### config.mk
export PLATFORM = sky130hd
export DESIGN_NAME = ring_rx_mgr
export DESIGN_NICKNAME = d
export VERILOG_FILES = /design/src/rtl/ring_pkg.sv /design/src/rtl/ring_rst_sync.sv /design/src/rtl/ring_page_step.sv /design/src/rtl/ring_regs.sv /design/src/rtl/ring_wr_ctrl.sv /design/src/rtl/ring_rx_mgr.sv
export SDC_FILE = /design/constraint.sdc
export NUM_CORES = 1
export LEC_CHECK = 0
export ABC_AREA = 0
export ABC_CLOCK_PERIOD_IN_PS = 3350
export BUFFER_PORTS_ARGS = -buffer_cell sky130_fd_sc_hd__buf_4
export CORE_ASPECT_RATIO = 2
export CORE_MARGIN = 4
export CORE_UTILIZATION = 50
export DETAILED_ROUTE_END_ITERATION = 8
export GPL_ROUTABILITY_DRIVEN = 0
export PLACE_DENSITY = 0.77
export SYNTH_ARGS = -nofsm -noshare
export SYNTH_HDL_FRONTEND = slang
export SYNTH_SLANG_ARGS = --single-unit
### constraint.sdc
create_clock -name clk -period 3.35 [get_ports clk]
set_clock_uncertainty 0.15 [all_clocks]
set_input_delay 0.1675 -clock clk [delete_from_list [all_inputs] [get_ports clk]]
set_output_delay 0.1675 -clock clk [all_outputs]
set_load 0.05 [all_outputs]
### src/rtl/ring_pkg.sv
package ring_pkg;
  localparam int CNT_W     = 16;
  localparam int HDR_BYTES = 4;

  localparam logic [2:0] SEL_FIRST = 3'd0;
  localparam logic [2:0] SEL_STOP  = 3'd1;
  localparam logic [2:0] SEL_BOUND = 3'd2;
  localparam logic [2:0] SEL_CURR  = 3'd3;
  localparam logic [2:0] SEL_CTRL  = 3'd4;
  localparam logic [2:0] SEL_FLAGS = 3'd5;

  typedef enum logic [1:0] {
    WR_IDLE = 2'd0,
    WR_DATA = 2'd1,
    WR_DROP = 2'd2,
    WR_HDR  = 2'd3
  } wr_state_e;
endpackage

### src/rtl/ring_rst_sync.sv
module ring_rst_sync (
  input  logic clk,
  input  logic arst_n,
  output logic srst_n
);
  logic [1:0] sync_q;

  always_ff @(posedge clk or negedge arst_n) begin
    if (!arst_n) sync_q <= 2'b00;
    else         sync_q <= {sync_q[0], 1'b1};
  end

  assign srst_n = sync_q[1];
endmodule

### src/rtl/ring_page_step.sv
module ring_page_step #(
  parameter int PG_W = 8
) (
  input  logic [PG_W-1:0] pg,
  input  logic [PG_W-1:0] first,
  input  logic [PG_W-1:0] stop,
  output logic [PG_W-1:0] nxt
);
  logic [PG_W-1:0] inc;

  assign inc = pg + 1'b1;
  assign nxt = (inc == stop) ? first : inc;
endmodule

### src/rtl/ring_regs.sv
module ring_regs
  import ring_pkg::*;
#(
  parameter int PG_W = 8
) (
  input  logic            clk,
  input  logic            rst_n,
  input  logic            cfg_we,
  input  logic [2:0]      cfg_addr,
  input  logic [7:0]      cfg_wdata,
  output logic [7:0]      cfg_rdata,
  input  logic            commit,
  input  logic [PG_W-1:0] commit_pg,
  input  logic            ovw_evt,
  input  logic            miss_evt,
  output logic [PG_W-1:0] first,
  output logic [PG_W-1:0] stop,
  output logic [PG_W-1:0] bound,
  output logic [PG_W-1:0] curr,
  output logic            monitor,
  output logic [3:0]      flags
);
  logic [PG_W-1:0] first_q, first_n, stop_q, stop_n;
  logic [PG_W-1:0] bound_q, bound_n, curr_q, curr_n;
  logic            mon_q, mon_n;
  logic            ok_q, ok_n, ovw_q, ovw_n, miss_q, miss_n, halt_q, halt_n;
  logic [PG_W-1:0] wpg;
  logic            upd_en;

  assign wpg    = cfg_wdata[PG_W-1:0];
  assign upd_en = cfg_we | commit | ovw_evt | miss_evt;

  always_comb begin
    first_n = first_q;
    stop_n  = stop_q;
    bound_n = bound_q;
    curr_n  = curr_q;
    mon_n   = mon_q;
    ok_n    = ok_q;
    ovw_n   = ovw_q;
    miss_n  = miss_q;
    halt_n  = halt_q;
    if (cfg_we) begin
      case (cfg_addr)
        SEL_FIRST: first_n = wpg;
        SEL_STOP:  stop_n  = wpg;
        SEL_BOUND: begin
          bound_n = wpg;
          if (wpg != bound_q) halt_n = 1'b0;
        end
        SEL_CURR:  curr_n  = wpg;
        SEL_CTRL:  mon_n   = cfg_wdata[0];
        SEL_FLAGS: begin
          ok_n   = ok_q   & ~cfg_wdata[0];
          ovw_n  = ovw_q  & ~cfg_wdata[1];
          miss_n = miss_q & ~cfg_wdata[2];
        end
        default: ;
      endcase
    end
    if (commit) begin
      curr_n = commit_pg;
      ok_n   = 1'b1;
    end
    if (ovw_evt) begin
      ovw_n  = 1'b1;
      halt_n = 1'b1;
    end
    if (miss_evt) miss_n = 1'b1;
  end

  always_ff @(posedge clk or negedge rst_n) begin
    if (!rst_n) begin
      first_q <= '0;
      stop_q  <= '0;
      bound_q <= '0;
      curr_q  <= '0;
      mon_q   <= 1'b0;
      ok_q    <= 1'b0;
      ovw_q   <= 1'b0;
      miss_q  <= 1'b0;
      halt_q  <= 1'b0;
    end else if (upd_en) begin
      first_q <= first_n;
      stop_q  <= stop_n;
      bound_q <= bound_n;
      curr_q  <= curr_n;
      mon_q   <= mon_n;
      ok_q    <= ok_n;
      ovw_q   <= ovw_n;
      miss_q  <= miss_n;
      halt_q  <= halt_n;
    end
  end

  always_comb begin
    case (cfg_addr)
      SEL_FIRST: cfg_rdata = 8'(first_q);
      SEL_STOP:  cfg_rdata = 8'(stop_q);
      SEL_BOUND: cfg_rdata = 8'(bound_q);
      SEL_CURR:  cfg_rdata = 8'(curr_q);
      SEL_CTRL:  cfg_rdata = {7'b0, mon_q};
      SEL_FLAGS: cfg_rdata = {4'b0, halt_q, miss_q, ovw_q, ok_q};
      default:   cfg_rdata = 8'h00;
    endcase
  end

  assign first   = first_q;
  assign stop    = stop_q;
  assign bound   = bound_q;
  assign curr    = curr_q;
  assign monitor = mon_q;
  assign flags   = {halt_q, miss_q, ovw_q, ok_q};
endmodule

### src/rtl/ring_wr_ctrl.sv
module ring_wr_ctrl
  import ring_pkg::*;
#(
  parameter int PG_W  = 8,
  parameter int OFS_W = 8
) (
  input  logic                  clk,
  input  logic                  rst_n,
  input  logic                  rx_sof,
  input  logic                  rx_valid,
  input  logic [7:0]            rx_data,
  input  logic                  rx_eof,
  input  logic                  rx_err,
  input  logic [7:0]            rx_status,
  input  logic [PG_W-1:0]       first,
  input  logic [PG_W-1:0]       stop,
  input  logic [PG_W-1:0]       bound,
  input  logic [PG_W-1:0]       curr,
  input  logic                  monitor,
  input  logic                  halted,
  output logic                  mem_we,
  output logic [PG_W+OFS_W-1:0] mem_addr,
  output logic [7:0]            mem_wdata,
  output logic                  commit,
  output logic [PG_W-1:0]       commit_pg,
  output logic                  ovw_evt,
  output logic                  miss_evt
);
  localparam int ADDR_W = PG_W + OFS_W;

  wr_state_e        st_q, st_n;
  logic [PG_W-1:0]  wpg_q, wpg_n, nxt_q, nxt_n, wpg_inc;
  logic [OFS_W-1:0] woff_q, woff_n;
  logic [CNT_W-1:0] cnt_q, cnt_n, cnt_hdr;
  logic [7:0]       stat_q, stat_n;
  logic [1:0]       hidx_q, hidx_n;
  logic             we_q, we_n;
  logic [ADDR_W-1:0] addr_q, addr_n;
  logic [7:0]       wd_q, wd_n;

  ring_page_step #(.PG_W(PG_W)) u_step (
    .pg    (wpg_q),
    .first (first),
    .stop  (stop),
    .nxt   (wpg_inc)
  );

  assign cnt_hdr = cnt_q + CNT_W'(HDR_BYTES);

  always_comb begin
    st_n     = st_q;
    wpg_n    = wpg_q;
    woff_n   = woff_q;
    nxt_n    = nxt_q;
    cnt_n    = cnt_q;
    stat_n   = stat_q;
    hidx_n   = hidx_q;
    we_n     = 1'b0;
    addr_n   = addr_q;
    wd_n     = wd_q;
    commit   = 1'b0;
    ovw_evt  = 1'b0;
    miss_evt = 1'b0;
    case (st_q)
      WR_IDLE: begin
        if (rx_sof && !halted) begin
          cnt_n  = '0;
          wpg_n  = curr;
          woff_n = OFS_W'(HDR_BYTES);
          if (monitor) begin
            miss_evt = 1'b1;
            st_n     = WR_DROP;
          end else if (curr == bound) begin
            ovw_evt  = 1'b1;
            miss_evt = 1'b1;
            st_n     = WR_DROP;
          end else begin
            st_n = WR_DATA;
          end
        end
      end
      WR_DATA: begin
        if (rx_eof) begin
          if (rx_err) begin
            st_n = WR_IDLE;
          end else begin
            nxt_n  = (woff_q == '0) ? wpg_q : wpg_inc;
            stat_n = rx_status;
            hidx_n = 2'd0;
            st_n   = WR_HDR;
          end
        end else if (rx_valid) begin
          if (wpg_q == bound) begin
            ovw_evt  = 1'b1;
            miss_evt = 1'b1;
            st_n     = WR_DROP;
          end else begin
            we_n   = 1'b1;
            addr_n = {wpg_q, woff_q};
            wd_n   = rx_data;
            woff_n = woff_q + 1'b1;
            cnt_n  = cnt_q + 1'b1;
            if (&woff_q) wpg_n = wpg_inc;
          end
        end
      end
      WR_DROP: begin
        if (rx_eof) st_n = WR_IDLE;
      end
      WR_HDR: begin
        we_n   = 1'b1;
        addr_n = {curr, OFS_W'(hidx_q)};
        case (hidx_q)
          2'd0:    wd_n = stat_q;
          2'd1:    wd_n = 8'(nxt_q);
          2'd2:    wd_n = cnt_hdr[7:0];
          default: wd_n = cnt_hdr[15:8];
        endcase
        hidx_n = hidx_q + 1'b1;
        if (hidx_q == 2'd3) begin
          commit = 1'b1;
          st_n   = WR_IDLE;
        end
      end
      default: st_n = WR_IDLE;
    endcase
  end

  assign commit_pg = nxt_q;

  always_ff @(posedge clk or negedge rst_n) begin
    if (!rst_n) begin
      st_q   <= WR_IDLE;
      wpg_q  <= '0;
      woff_q <= '0;
      nxt_q  <= '0;
      cnt_q  <= '0;
      stat_q <= '0;
      hidx_q <= '0;
      we_q   <= 1'b0;
      addr_q <= '0;
      wd_q   <= '0;
    end else begin
      st_q   <= st_n;
      wpg_q  <= wpg_n;
      woff_q <= woff_n;
      nxt_q  <= nxt_n;
      cnt_q  <= cnt_n;
      stat_q <= stat_n;
      hidx_q <= hidx_n;
      we_q   <= we_n;
      addr_q <= addr_n;
      wd_q   <= wd_n;
    end
  end

  assign mem_we    = we_q;
  assign mem_addr  = addr_q;
  assign mem_wdata = wd_q;
endmodule

### src/rtl/ring_rx_mgr.sv
module ring_rx_mgr #(
  parameter int PG_W  = 8,
  parameter int OFS_W = 8
) (
  input  logic                  clk,
  input  logic                  rst_n,
  input  logic                  cfg_we,
  input  logic [2:0]            cfg_addr,
  input  logic [7:0]            cfg_wdata,
  output logic [7:0]            cfg_rdata,
  input  logic                  rx_sof,
  input  logic                  rx_valid,
  input  logic [7:0]            rx_data,
  input  logic                  rx_eof,
  input  logic                  rx_err,
  input  logic [7:0]            rx_status,
  output logic                  mem_we,
  output logic [PG_W+OFS_W-1:0] mem_addr,
  output logic [7:0]            mem_wdata,
  output logic                  irq_rx_ok,
  output logic                  irq_overwrite,
  output logic                  st_missed,
  output logic                  st_halted
);
  logic            srst_n;
  logic [PG_W-1:0] ring_first, ring_stop, ring_bound, ring_curr, commit_pg;
  logic            monitor, commit, ovw_evt, miss_evt;
  logic [3:0]      flags;

  ring_rst_sync u_rst (
    .clk    (clk),
    .arst_n (rst_n),
    .srst_n (srst_n)
  );

  ring_regs #(.PG_W(PG_W)) u_regs (
    .clk       (clk),
    .rst_n     (srst_n),
    .cfg_we    (cfg_we),
    .cfg_addr  (cfg_addr),
    .cfg_wdata (cfg_wdata),
    .cfg_rdata (cfg_rdata),
    .commit    (commit),
    .commit_pg (commit_pg),
    .ovw_evt   (ovw_evt),
    .miss_evt  (miss_evt),
    .first     (ring_first),
    .stop      (ring_stop),
    .bound     (ring_bound),
    .curr      (ring_curr),
    .monitor   (monitor),
    .flags     (flags)
  );

  ring_wr_ctrl #(.PG_W(PG_W), .OFS_W(OFS_W)) u_wr (
    .clk       (clk),
    .rst_n     (srst_n),
    .rx_sof    (rx_sof),
    .rx_valid  (rx_valid),
    .rx_data   (rx_data),
    .rx_eof    (rx_eof),
    .rx_err    (rx_err),
    .rx_status (rx_status),
    .first     (ring_first),
    .stop      (ring_stop),
    .bound     (ring_bound),
    .curr      (ring_curr),
    .monitor   (monitor),
    .halted    (flags[3]),
    .mem_we    (mem_we),
    .mem_addr  (mem_addr),
    .mem_wdata (mem_wdata),
    .commit    (commit),
    .commit_pg (commit_pg),
    .ovw_evt   (ovw_evt),
    .miss_evt  (miss_evt)
  );

  assign irq_rx_ok     = flags[0];
  assign irq_overwrite = flags[1];
  assign st_missed     = flags[2];
  assign st_halted     = flags[3];
endmodule

# Yosys cells after proc, flatten, opt, wreduce, memory -nomap -nowiden
# Cells that the tools add are included.
[word_totals] output_inout_bits=37 regBits=116 in_bits=34 latchBits=0 rom_bits=0 mem_bits_rw=0 word_cells=167 mem_count=0
[op_classes] div_mod_pow=0 magnitude_cmp=0 mux=73 eq_ne=26 n_addsub=5 reduce_logical=33 n_bitwise=10 n_mul=0 n_shift=0
[ops] cell="2-to-1 mux 8 bit" n=17
[ops] cell="2-to-1 mux 16 bit" n=7
[ops] cell="one-hot mux 16 bit (2 select lines)" n=2
[ops] cell="one-hot mux 8 bit (2 select lines)" n=3
[ops] cell="one-hot mux 8 bit (6 select lines)" n=1
[ops] cell="AND reduction 3 bit" n=10
[ops] cell="2-to-1 mux 1 bit" n=26
[ops] cell="== test 8 bit" n=3
[ops] cell="one-hot mux 8 bit (3 select lines)" n=1
[ops] cell="2-to-1 mux 2 bit" n=11
[ops] cell="nonzero test 2 bit" n=11
[ops] cell="adder 16 x 1 -> 16 bit (second input constant)" n=1
[ops] cell="adder 16 x 3 -> 16 bit (second input constant)" n=1
[ops] cell="adder 8 x 1 -> 8 bit (second input constant)" n=2
[ops] cell="!= test 2 bit (second input constant)" n=6
[ops] cell="AND reduction 5 bit" n=2
[ops] cell="== test 2 bit (second input constant)" n=4
[ops] cell="logical NOT 8 bit" n=1
[ops] cell="!= test 8 bit" n=1
[ops] cell="one-hot mux 2 bit (4 select lines)" n=1
[ops] cell="AND reduction 4 bit" n=2
[ops] cell="AND reduction 8 bit" n=1
[ops] cell="== test 3 x 2 -> 1 bit (second input constant)" n=2
[ops] cell="== test 3 bit (second input constant)" n=2
[ops] cell="other kinds (16)" n=29

# Logic depth before layout (Yosys ltp)
[depth] ltp_word=8 depth_mapped=9 mapped_depth_nobuf=8

# By module
# Synthesis repeated with hierarchy kept, for this count alone.
[unflattened] cells_unflattened=649 area_unflattened_um2=6824.0
[by_module_without_submodules] module="ring_wr_ctrl" seq_area_each_um2=1926.8 area_each_um2=4430.5 cells_per_inst=447 n_inst=1
[by_module_without_submodules] module="ring_regs" seq_area_each_um2=925.9 area_each_um2=1946.9 cells_per_inst=154 n_inst=1
[by_module_without_submodules] module="ring_page_step" seq_area_each_um2=0.0 area_each_um2=392.9 cells_per_inst=45 n_inst=1
[by_module_without_submodules] module="ring_rst_sync" seq_area_each_um2=50.0 area_each_um2=53.8 cells_per_inst=3 n_inst=1

# Worst setup path before layout
# No wires, ideal clock.
[synth_timing] path_kind="input -> output" from="in cfg_addr[0]" to="out cfg_rdata[0]" arrival_ns=2.195 n_path_buf=2 path_stages=4 required_time_ns=3.032 path_slack_ns=0.837 cell_sequence="clkbuf_1 > clkbuf_1 > mux2i_1 > o31ai_1"
[synth_between] elab_chain_len=2 word_cells_on_any_way=7 cone_classes="eq/ne: 5; mux: 1; reduce/logical: 1"
[synth_rtl] element="from (decl)" line_no="ring_rx_mgr.sv:8" text="input logic [2:0] cfg_addr,"
[synth_rtl] element="== test 3 bit, or another cell as far along" line_no="ring_regs.sv:97" text="case (cfg_addr)"
[synth_rtl] element="one-hot mux 8 bit (6 select lines) (*)" line_no="ring_regs.sv:97"
[synth_rtl] element="to (decl)" line_no="ring_rx_mgr.sv:10" text="output logic [7:0] cfg_rdata,"
# Mark *: on every way between the ends. The rest lies on a longest branch, timed or not.

# Final worst setup path
[layout_timing] from="reg u_wr.st_q[0]" to="reg u_wr.wpg_q[0]"
[layout_between] elab_chain_len=3 word_cells_on_any_way=10 cone_classes="eq/ne: 6; mux: 1; reduce/logical: 3"
[layout_rtl] element="from (decl)" line_no="ring_wr_ctrl.sv:31" text="wr_state_e st_q, st_n;"
[layout_rtl] element="from (signal assigned)" line_no="ring_wr_ctrl.sv:144" text="st_q <= st_n;"
[layout_rtl] element="== test 2 x 1 -> 1 bit / logical NOT 2 bit (equally long branches)" line_no="ring_wr_ctrl.sv:64" text="case (st_q)"
[layout_rtl] element="!= test 2 x 1 -> 1 bit (no line), or another cell as far along"
[layout_rtl] element="AND reduction 6 bit (no line)"
[layout_rtl] element="to (signal assigned)" line_no="ring_wr_ctrl.sv:145" text="wpg_q <= wpg_n;"
[layout_rtl] element="to (decl)" line_no="ring_wr_ctrl.sv:32" text="logic [PG_W-1:0] wpg_q, wpg_n, nxt_q, nxt_n, wpg_inc;"
# Several ways; a longest one is shown, not always the timed one.
# A chain may end at the register's enable or synchronous reset.

==> reports/metrics.cfg <==
[timing]
finalSetupTns_ps=0
hold_violations=0
setup_viol=0
worst_slew_pin_slew_ps=1000
period_share=0.814
setup_slack_ps=624
slew_headroom=0.328
timing.fmax_ghz=0.367
finalCriticalPeriod_ps=2730
maxSlewViolCount=0
rsz0062_at_grt=false

[setup_path]
required_ps=3530
critPathMaxStageDelay_ps=640
criticalPathCategory=reg -> reg
endpoint_kind=register
critPathArrivalTime_ps=2910
path_cells=nand3b_1 -> or4_1 -> a211o_1 -> nand2_1 -> mux2_1 -> a31oi_1
rr_worst_depth=6
start_kind=register
critPathSlowestCell=dfrtp_1
cp_max_fo=17

[logic_synthesis]
synth_most_common_cell=dfrtp_1
synth_top_area_frac=0.435
synth_area_leader_cell=dfrtp_1
synthAdderAreaFrac=0.0184
synthCells=689
yosys_warnings=0
synth-simple-area-share=0.151
synth-seq-cells=116
synth_xor_area_frac=0.0931
synth.area.mux_share=0.102
ys_seq_area_frac=0.435
async_reset_ff_frac=1.00
synth-edff-count=0
syn_area_mm2=0.00667
postSynthAreaPerCell_um2=9.68
synthFlopType=dfrtp_1
yosys-top-cells-area=dfrtp_1, nand2_1, mux2i_1
ys_types=62
syn-num-nets=732
yosys-top-cells-count=dfrtp_1, nand2_1, nor2_1
synth_top_family_by_area=compound AO/OA/AOI/OAI gates
synth_compound_area_frac=0.164

[clocking]
clock_path_buffers=2
h-tree-depth=4
clk_pin_slew_ps=50
root_buffer=clkbuf_16
clk_latency_ps=420
clkSinkCount=116
postCtsResizedCells=0
cts_tree=done
numCtsBuffers=17

[place]
place_area_mm2=0.00733
io_buffers=70
dp_slack_ps=688
dp_hpwl_um=14500
placedCellCount=882

[die]
rows=59
start_util=0.510
dieHeight_um=171
core_area_mm2=0.0131
dieArea_mm2=0.0154
io_pins=71
die_w_um=89.7

[finish]
syn2layout_area_growth_pct=23.2
drive_gt1_frac=0.192
multi_input_area_mm2=0.00354
diodes=0
regArea_mm2=0.00291
nets=819
post-route-util=0.629
stdcell_area_mm2=0.00821
fillCellCount=1033
final_cells=939

[detailed_routing]
dr.pass1.iters=5
drt_iter0_markers=489
vias_per_cell=6.30
drc=0
ant_nets=0
num_vias=5916
wl_um=20100
wl_per_cell_um=21.4

[outcome]
status=finished clean

[power_and_ir_drop]
power_frac_seq=0.341
p_sw_frac=0.425
power_density_mw_per_mm2=880
p_clk_frac=0.263
p_int_mw=4.16
pwr-share-comb=0.395
p_sw_mw=3.07
ir_drop_mv=0.499
p_leak_nw=3.72

[grt]
grt_usage=0.279
antenna_found_initial=0
first_global_vias=6130
grt_max_degree=115
grt-ovfl-total=0
grt_pass1_wl_um=32200

[hold_path]
hold_path.class=in -> reg
min_path_cells=5

[run]
drv_cap=0

[final timing paths]
| check | from | endpoint | slack (ps) |
|---|---|---|---|
| max | u_wr.st_q[0] | u_wr.wpg_q[0] | 620 |
| min | rx_err | u_wr.st_q[1] | 80 |
| max reg2reg | u_wr.st_q[0] | u_wr.wpg_q[0] | 620 |
| min reg2reg | u_rst.sync_q[1] | u_regs.first[6] | 170 |
| max in group asynchronous | u_rst.sync_q[1] | u_regs.bound[3] | 2280 |
| min in group asynchronous | u_rst.sync_q[1] | u_regs.first[6] | 170 |
[per-layer routing]
layer / GRT usage / vias to the layer above / routed length [um]
met1: 0.278 / 2856 / 6520
met4: 0.220 / 0 / 1880
met3: 0.0671 / 123 / 1260
met5: 0 / - / 0
met2: 0.475 / 291 / 10500
li1: - / 2646 / -
[cell type report]
| cell class | count | area share |
|---|---|---|
| clock buffers | 20 | 0.0556 |
| clock inverters | 10 | 0.0190 |
| inverters | 15 | 0.00686 |
| multi-input cells | 516 | 0.431 |
| flip-flops and latches | 116 | 0.354 |
| well taps | 152 | 0.0232 |
| repair buffers | 110 | 0.110 |
[stage by stage]
step | hold slack (ps) | power (mW)
3_5_place_dp | -200 | 5.22
5_1_grt | 114 | 7.57
3_3_place_gp | -200 | 5.12
4_1_cts | 67.7 | 7.18
6_report | 76.5 | 7.23
2_1_floorplan | -278 | 4.28
[critical path: cells and delay by family (launching register included)]
| kind | cells | cell delay, ps |
|---|---|---|
| flip-flops | 1 | 640 |
| multiplexers | 1 | 330 |
| AO/OA/AOI/OAI | 2 | 590 |
| AND/OR/NAND/NOR | 3 | 930 |
[flip-flops by register name, summed over array words and instances, names as in the netlist]
signal / cells
u_wr.cnt_q: 16
u_regs.curr: 8
u_regs.ok_q: 1
u_wr.hidx_q: 2
u_wr.mem_we: 1
u_regs.monitor: 1
u_wr.commit_pg: 8
u_wr.mem_wdata: 8
u_wr.woff_q: 8
u_wr.wpg_q: 8
u_regs.halt_q: 1
u_regs.stop: 8
u_regs.first: 8
u_wr.stat_q: 8
u_wr.mem_addr: 16
u_regs.bound: 8
u_regs.miss_q: 1
u_wr.st_q: 2
u_rst.sync_q: 2
u_regs.ovw_q: 1
[timing repair]
item	CTS	global route
hold buffers	27	0
setup buffers	0	0
hold endpoints to repair	56	0
[cell families (layout without fill, tap and decap cells)]
family | Yosys count | count (layout)
other cells | 1 | 1
mux | 59 | 59
compound gates | 164 | 164
simple gates | 216 | 216
flops | 116 | 116
fa+ha+maj | 10 | 10
xor+xnor | 66 | 66
buf+inv | 57 | 155
[power groups by stage]
stage / combinational (mW) / clock, mW / sequential [mW]
floorplan: 1.68 / 0 / 2.60
global placement: 2.70 / 0 / 2.42
detailed placement: 2.77 / 0 / 2.45
CTS: 2.83 / 1.92 / 2.43
global route: 3.10 / 1.97 / 2.51
finish: 2.86 / 1.90 / 2.47
[layout by cell type, fill, tap and decap left out, types with 5 or more instances in the layout]
cell type | synthesis | routed
clkbuf_16 | 0 | 17
xor2_1 | 34 | 34
and2_1 | 5 | 5
a21oi_1 | 30 | 30
nor3_1 | 8 | 8
o21ai_1 | 13 | 12
o211ai_1 | 14 | 14
ha_1 | 9 | 9
nand4_1 | 5 | 5
a211oi_1 | 10 | 10
o22ai_1 | 6 | 6
nand2_1 | 94 | 94
o21ai_0 | 36 | 36
mux2_2 | 23 | 23
dfrtp_1 | 116 | 115
a22oi_1 | 10 | 10
nor4_1 | 8 | 8
o2111ai_1 | 10 | 10
mux2i_1 | 30 | 30
nor2b_1 | 12 | 12
buf_4 | 0 | 82
nor2_1 | 49 | 49
xnor2_1 | 29 | 29
dlygate4sd3_1 | 0 | 27
mux4_2 | 5 | 5
inv_1 | 14 | 14
nand3_1 | 15 | 15
Note: power is estimated with default switching activity, not from simulation.
